<file path="src/rtl/rc_pkg.sv">
package rc_pkg;
    typedef enum logic [1:0] {
        UPD_HOLD    = 2'd0,
        UPD_CHANGE  = 2'd1,
        UPD_RELEASE = 2'd2
    } upd_e;

    localparam int IRQ_LINES = 4;
endpackage

</file>
<file path="src/rtl/rc_zero_count.sv">
module rc_zero_count #(
    parameter int N = 4,
    localparam int CW = $clog2(N + 1)
) (
    input  logic [N-1:0]  flags,
    output logic [CW-1:0] zeros
);
    always_comb begin
        zeros = '0;
        for (int i = 0; i < N; i++) begin
            if (!flags[i]) zeros = zeros + CW'(1);
        end
    end
endmodule

</file>
<file path="src/rtl/rc_sig_decode.sv">
module rc_sig_decode #(
    parameter int NC = 4,
    parameter int TW = 2
) (
    input  logic [NC-1:0]    sig_valid,
    input  logic [NC*TW-1:0] sig_tgt,
    output logic [NC-1:0]    set_mask
);
    for (genvar c = 0; c < NC; c++) begin : g_tgt
        always_comb begin
            set_mask[c] = 1'b0;
            for (int k = 0; k < NC; k++) begin
                if (sig_valid[k] && (sig_tgt[k*TW +: TW] == TW'(c)))
                    set_mask[c] = 1'b1;
            end
        end
    end
endmodule

</file>
<file path="src/rtl/rc_vec_gen.sv">
module rc_vec_gen #(
    parameter int TW       = 2,
    parameter int AW       = 16,
    parameter int VEC_BASE = 1000
) (
    input  logic [TW-1:0] irq_core,
    input  logic [1:0]    irq_line,
    output logic [AW-1:0] vec_addr
);
    localparam int LINES_LOG = $clog2(rc_pkg::IRQ_LINES);

    always_comb begin
        vec_addr = AW'(VEC_BASE) + (AW'(irq_core) << LINES_LOG) + AW'(irq_line);
    end
endmodule

</file>
<file path="src/rtl/rc_run_ctrl.sv">
module rc_run_ctrl #(
    parameter int NC       = 4,
    parameter int AW       = 16,
    parameter int VEC_BASE = 1000,
    localparam int TW = (NC > 1) ? $clog2(NC) : 1,
    localparam int CW = $clog2(NC + 1)
) (
    input  logic             clk,
    input  logic             rst_n,
    input  logic [NC-1:0]    wait_req,
    input  logic [NC-1:0]    sig_req,
    input  logic [NC*TW-1:0] sig_tgt,
    input  logic [NC-1:0]    bar_req,
    input  logic [NC-1:0]    halt_req,
    output logic [NC-1:0]    run_en,
    output logic [NC*TW-1:0] core_id,
    input  logic [TW-1:0]    irq_core,
    input  logic [1:0]       irq_line,
    output logic [AW-1:0]    vec_addr
);
    import rc_pkg::*;

    logic [NC-1:0] flags_q, flags_d;
    logic [NC-1:0] v_wait, v_sig, v_bar, v_halt;
    logic [NC-1:0] clr_mask, kept, set_mask;
    logic [CW-1:0] zero_cnt;
    logic          release_all;
    upd_e          upd;

    // Only running cores may issue requests
    assign v_wait = wait_req & flags_q;
    assign v_sig  = sig_req  & flags_q;
    assign v_bar  = bar_req  & flags_q;
    assign v_halt = halt_req & flags_q;

    // Step 1: clears
    assign clr_mask = v_wait | v_bar | v_halt;
    assign kept     = flags_q & ~clr_mask;

    // Step 2: barrier count on the flags after clears
    rc_zero_count #(.N(NC)) u_zero (
        .flags (kept),
        .zeros (zero_cnt)
    );
    assign release_all = (|v_bar) && (zero_cnt == CW'(NC));

    // Step 3: signal sets
    rc_sig_decode #(.NC(NC), .TW(TW)) u_sig (
        .sig_valid (v_sig),
        .sig_tgt   (sig_tgt),
        .set_mask  (set_mask)
    );

    always_comb begin
        if (release_all)                    upd = UPD_RELEASE;
        else if ((clr_mask | set_mask) != '0) upd = UPD_CHANGE;
        else                                upd = UPD_HOLD;
    end

    always_comb begin
        unique case (upd)
            UPD_HOLD:    flags_d = flags_q;
            UPD_CHANGE:  flags_d = kept | set_mask;
            UPD_RELEASE: flags_d = '1;
            default:     flags_d = flags_q;
        endcase
    end

    always_ff @(posedge clk) begin
        if (!rst_n) flags_q <= '1;
        else        flags_q <= flags_d;
    end

    assign run_en = flags_q;

    for (genvar k = 0; k < NC; k++) begin : g_id
        assign core_id[k*TW +: TW] = TW'(k);
    end

    rc_vec_gen #(.TW(TW), .AW(AW), .VEC_BASE(VEC_BASE)) u_vec (
        .irq_core (irq_core),
        .irq_line (irq_line),
        .vec_addr (vec_addr)
    );

    // a barrier release sets every flag
    a_r7_release_all: assert property (@(posedge clk) disable iff (!rst_n)
        release_all |=> (&run_en));

    for (genvar k = 0; k < NC; k++) begin : g_chk
        // a wait from a running core stops it
        a_r3_wait_stops: assert property (@(posedge clk) disable iff (!rst_n)
            (wait_req[k] && run_en[k] && !set_mask[k] && !release_all) |=> !run_en[k]);
        // a decoded signal leaves the target running
        a_r4_sig_wakes: assert property (@(posedge clk) disable iff (!rst_n)
            set_mask[k] |=> run_en[k]);
        // a stopped core stays stopped without a wake source
        a_r10_stopped_hold: assert property (@(posedge clk) disable iff (!rst_n)
            (!run_en[k] && !set_mask[k] && !release_all) |=> !run_en[k]);
        // every restart has a cause
        a_r4_rise_has_cause: assert property (@(posedge clk) disable iff (!rst_n)
            $rose(run_en[k]) |-> $past(set_mask[k] || release_all));
    end
endmodule

</file>
<file path="config.mk">
export PLATFORM = sky130hd
export DESIGN_NAME = rc_run_ctrl
export DESIGN_NICKNAME = d
export VERILOG_FILES = /design/src/rtl/rc_pkg.sv /design/src/rtl/rc_zero_count.sv /design/src/rtl/rc_sig_decode.sv /design/src/rtl/rc_vec_gen.sv /design/src/rtl/rc_run_ctrl.sv
export SDC_FILE = /design/constraint.sdc
export NUM_CORES = 1
export LEC_CHECK = 0
export BUFFER_PORTS_ARGS = -buffer_cell sky130_fd_sc_hd__buf_2
export CORE_UTILIZATION = 37
export DETAILED_ROUTE_END_ITERATION = 7
export PLACE_DENSITY = 0.85
export SLEW_MARGIN = 20
export SYNTH_ARGS = -nofsm -noshare
export SYNTH_HDL_FRONTEND = slang
export SYNTH_SLANG_ARGS = --single-unit
</file>
<file path="constraint.sdc">
create_clock -name clk -period 2.8 [get_ports clk]
set_clock_uncertainty 0.2 [all_clocks]
set_input_delay 0.28 -clock clk [delete_from_list [all_inputs] [get_ports clk]]
set_output_delay 0.28 -clock clk [all_outputs]
set_load 0.05 [all_outputs]
</file>
; ---- Yosys cells after proc, flatten, opt, wreduce, memory -nomap -nowiden
; Index checks and enable logic that the tools add are counted.
[word_totals]
output_inout_bits = 28
inputBits = 30
elab_cells = 78
register_bits = 4
[classes]
mux = 23
bitwise = 10
reduce_logical = 24
n_addsub = 5
n_eq_ne = 15
[ops]
columns = operator, n
row1 = bitwise AND 4 bit, 5
row2 = == test 2 bit (second input constant), 9
row3 = two-way mux 1 bit, 18
row4 = logical AND 1 bit, 17
row5 = bitwise OR 4 bit, 4
row6 = adder 11 x 2 -> 12 bit, 1
row7 = adder 10 x 4 -> 11 bit (first input constant), 1
row8 = == test 2 x 1 -> 1 bit (second input constant), 5
row9 = two-way mux 3 bit, 3
row10 = zero test 2 bit, 4
row11 = case mux 4 bit (2 select lines), 1
row12 = adder 3 x 1 -> 3 bit (second input constant), 2
row13 = inverter 4 bit, 1
row14 = nonzero test 4 bit, 1
row15 = OR reduction 4 bit, 1
row16 = == test 3 bit (second input constant), 1
row17 = adder 1 x 1 -> 2 bit (second input constant), 1
row18 = two-way mux 2 bit, 1
row19 = nonzero test 2 bit, 1

; ---- Logic depth before layout (Yosys ltp)
[logic_depth]
word_depth = 17
depth_mapped = 9
mapped_depth_nobuf = 9

; ---- Cells and area by module
; From an unflattened synthesis, not the netlist that was laid out.
[hier_totals]
hier_cells = 89
area_unflattened_um2 = 685.7
[by_module_without_submodules]
columns = mod, area_each_um2, cells_each, instances, seq_area_each_um2
row1 = rc_run_ctrl, 301.5, 34, 1, 80.1
row2 = rc_sig_decode, 133.9, 22, 1, 0.0
row3 = rc_zero_count, 126.4, 15, 1, 0.0
row4 = rc_vec_gen, 123.9, 18, 1, 0.0

; ---- Worst setup path after synthesis
; OpenSTA, ideal clock, no wires.
[synth_timing]
kind = register to register
start = reg flags_q[1] (netlist: run_en[1])
end = reg flags_q[3] (netlist: run_en[3])
period_less_slack_ns = 2.568
t_required_ns = 2.480
setup_time_ns = 0.120
setup_slack_ns = 0.232
stages_incl_launch_ff = 9
arrival_ns = 2.248
path_buffers = 0
path_cell_list = dfxtp_1 nor4b_4 ha_1 xnor2_1 ha_1 nand2_1 xnor2_1 o21a_1 a211o_1
[synth_between]
elab_chain_cells = 15
word_cells_on_any_way = 41
classes_between = add/sub (2) / eq/ne (3) / mux (18) / bitwise (10) / reduce/logical (8)
[synth_lines]
columns = element, line_no
row1 = from (decl), rc_run_ctrl.sv:23  ; logic [NC-1:0] flags_q, flags_d;
row2 = from (signal assigned), rc_run_ctrl.sv:71  ; else flags_q <= flags_d;
row3 = "bitwise AND 4 bit, on equally long branches", "rc_run_ctrl.sv:31, rc_run_ctrl.sv:33"
row4 = bitwise OR 4 bit (2 in series), rc_run_ctrl.sv:37  ; assign clr_mask = v_wait | v_bar | v_halt;
row5 = inverter 4 bit, rc_run_ctrl.sv:38  ; assign kept = flags_q & ~clr_mask;
row6 = bitwise AND 4 bit, rc_run_ctrl.sv:38
row7 = two-way mux 3 bit, rc_zero_count.sv:11  ; if (!flags[i]) zeros = zeros + CW'(1);
row8 = adder 3 x 1 -> 3 bit, rc_zero_count.sv:11
row9 = two-way mux 3 bit, rc_zero_count.sv:11
row10 = adder 3 x 1 -> 3 bit, rc_zero_count.sv:11
row11 = two-way mux 3 bit, rc_zero_count.sv:11
row12 = == test 3 bit, rc_run_ctrl.sv:45  ; assign release_all = (|v_bar) && (zero_cnt == CW'(NC));
row13 = logical AND 1 bit, rc_run_ctrl.sv:45
row14 = two-way mux 2 bit, rc_run_ctrl.sv:55  ; if (release_all) upd = UPD_RELEASE;
row15 = == test 2 bit / == test 2 x 1 -> 1 bit (equally long branches), rc_run_ctrl.sv:61  ; unique case (upd)
row16 = case mux 4 bit (2 select lines) / nonzero test 2 bit (equally long branches), n/a
; Several ways; a longest one is shown, not always the timed one.
; A chain may end at the register's enable or synchronous reset.

; ---- Final worst setup path
; Ends and elaborated chain as after synthesis.

==> reports/metrics.cfg <==
[outcome]
status = completed

[cts]
htreeDepth = 1
ctsResizeCount = 0
cts.sinks = 4
cts_tree = built
cts_root_buf = clkbuf_4
clk-insertion-delay-late_ns = 0.24
cts_buffer_depth = 2
clkTransAtPathRegs_ns = 0.04
post_cts_buffers = 0
numCtsBuffers = 3
hold_buffers = 0

[place]
place_area_um2 = 743
placement.io_buffers = 32
dp_hpwl_mm = 1.26
place.gp.congestion = 0.883

[synth]
synth_top_family_by_area = simple AND/OR/NAND/NOR gates
synth_area_leaders = buf_4 26%, dfxtp_1 12%, nor4b_4 11%
yosysTopAreaCell = buf_4
synth_area_um2 = 662
ys_ff_latch = 4
synth_mux_area_frac = 0
netlist-cell-type-count = 29
syn_avg_cell_area_um2 = 8.07
synth-compound-area-share = 0.163
yosys.area_share.simple = 0.363
synth-adder-area-share = 0.0378
synthXorXnorAreaFrac = 0.0265
yosysSeqAreaShare = 0.121
synth_warnings = 0
yosys.area.top_type_share = 0.261
synthCells = 82

[drt]
ant_nets = 0
wire_per_inst_um = 11.0
routed_via_density = 4.91
wirelength_mm = 1.48
drt_iter0_drc = 10
drc = 0
via_count = 663
firstDrtPassIters = 4

[critical_path]
crit_slowest_cell = dfxtp_1
critPathLaunchType = flip-flop
worst_ep_required_time_ns = 2.73
worstPathArrival_ns = 2.38
critPathMaxFanout = 6
critical_path.startpoint = run_en[1]$_SDFFE_PN1P_
cpPeakStageDelay_ns = 0.41
reg2reg_slack_ns = 0.35
worstSetupPathType = reg -> reg
cp-end-kind = flip-flop
crit_chain = nor4b_4 -> ha_1 -> xnor2_1 -> ha_1 -> nand2_1 -> xnor2_1 -> o21a_1 -> a211o_1
r2r-start = run_en[1]$_SDFFE_PN1P_
rr_worst_depth = 8
r2r-end = run_en[3]$_SDFFE_PN1P_

[timing]
fmax_mhz = 408
timing.hold.ws_ns = 0.0553
hold_viol = 0
period_share = 0.876
final.setup.tns_ns = 0
period_needed_ns = 2.45
rsz0062_at_grt = false
setup_violations = 0
slew_violations = 0

[floorplanning]
fp.dieW_um = 44.3
dieArea_um2 = 1960
ioPinCount = 58
die_height_um = 44.3
placementRows = 14
start_util = 0.415
core_um2 = 1590

[power]
p_comb_frac = 0.596
p_leak_nw = 0.376
swShare = 0.519
clockPowerShare = 0.189
p_sw_mw = 0.201
p_int_mw = 0.186
power.density_nw_per_um2 = 505
p_seq_frac = 0.215
ir_drop_v = 0.000198

[worst_hold_path]
hp-class = in -> reg
hp-start = rst_n
min_to = run_en[0]$_SDFFE_PN1P_
hold_path_depth = 2

[finish]
layout_commonest_cell = buf_2
drive_gt1_frac = 0.369
fill_cells = 167
syn2layout_area_growth_pct = 15.7
design_area_um2 = 766
layout_common_cells = 32 x buf_2, 19 x conb_1, 7 x nand3_1, 5 x nand2_1
insertedDiodeCount = 0
nets = 145
final_core_util = 0.480
largest_reg_flops = 4

[global_routing]
grt_max_degree = 8
grt.overflow.total = 0
grt_pass1_vias = 603
gr-usage-all-layers = 0.168
grt_pass1_wl_mm = 2.36
antenna_found_initial = 0

[flow_run]
max-cap-violations = 0

-- critical path, delay by kind of cell (launching register included) --
| family | cells | cell delay [ns] |
|---|---|---|
| adder cells (fa/ha/maj) | 2 | 0.53 |
| AO/OA/AOI/OAI | 2 | 0.38 |
| AND/OR/NAND/NOR | 2 | 0.44 |
| XOR/XNOR | 2 | 0.38 |
| flip-flops | 1 | 0.41 |
-- area by class of cell --
cell class                 instances  area, um^2  area share
multi-input combinational         69         462       0.603
timing repair buffer              32         160       0.209
sequential                         4        80.1       0.105
tap                               24        30.0      0.0392
clock buffer                       3        22.5      0.0294
inverter                           3        11.3      0.0147
-- through the flow --
step | setup WS (ns) | power [mW] | instances
after detailed placement | 0.306 | 0.313 | 132
after global placement | 0.439 | 0.306 | 132
after global routing | 0.201 | 0.411 | 135
final | 0.346 | 0.387 | 135
after floorplan | 0.232 | 0.290 | 99
after CTS | 0.334 | 0.389 | 135
-- worst max-delay path by stage --
stage / end / slack [ns]
3_5_place_dp: run_en[3]$_SDFFE_PN1P_ / 0.31
2_1_floorplan: run_en[3]$_SDFFE_PN1P_ / 0.23
5_1_grt: run_en[2]$_SDFFE_PN1P_ / 0.20
6_report: run_en[3]$_SDFFE_PN1P_ / 0.35
4_1_cts: run_en[3]$_SDFFE_PN1P_ / 0.33
3_3_place_gp: run_en[3]$_SDFFE_PN1P_ / 0.44
-- power by group through the flow --
stage          combinational (mW)  clock [mW]  sequential (mW)
6_report                    0.231      0.0730           0.0831
5_1_grt                     0.245      0.0804           0.0849
4_1_cts                     0.230      0.0759           0.0826
3_5_place_dp                0.229           0           0.0836
3_3_place_gp                0.223           0           0.0836
2_1_floorplan               0.172           0            0.118
-- routing by layer --
| metal | track usage | vias to the layer above | wire (um) |
|---|---|---|---|
| li1 | - | 323 | - |
| met1 | 0.174 | 291 | 592 |
| met2 | 0.306 | 43 | 733 |
| met3 | 0.0490 | 6 | 119 |
| met4 | 0.0788 | 0 | 34 |
| met5 | 0 | - | 0 |
-- cell families (layout without fill, tap and decap cells) --
kind of cell | count (synthesis) | after routing
fa+ha+maj | 2 | 2
xor+xnor | 2 | 2
flops | 4 | 4
other cells | 2 | 19
compound gates | 13 | 13
buf+inv | 26 | 38
simple gates | 33 | 33
-- synth_stat cells --
cell type / number
a2111oi_0: 1
a211o_1: 1
a21oi_1: 1
a22o_1: 1
a22o_2: 1
and3b_1: 1
buf_4: 23
conb_1: 2
dfxtp_1: 4
ha_1: 2
inv_1: 3
nand2_1: 5
nand3_1: 7
nand3b_1: 2
nand4_1: 3
nor2_1: 4
nor3_1: 2
nor3b_1: 2
nor4_1: 3
nor4b_4: 3
o211ai_1: 2
o21a_1: 1
o21ai_0: 1
o221ai_2: 1
o22ai_1: 1
o2bb2ai_1: 1
o32ai_1: 1
or4b_4: 1
xnor2_1: 2
No activity file was read; power rests on OpenSTA's default activity.
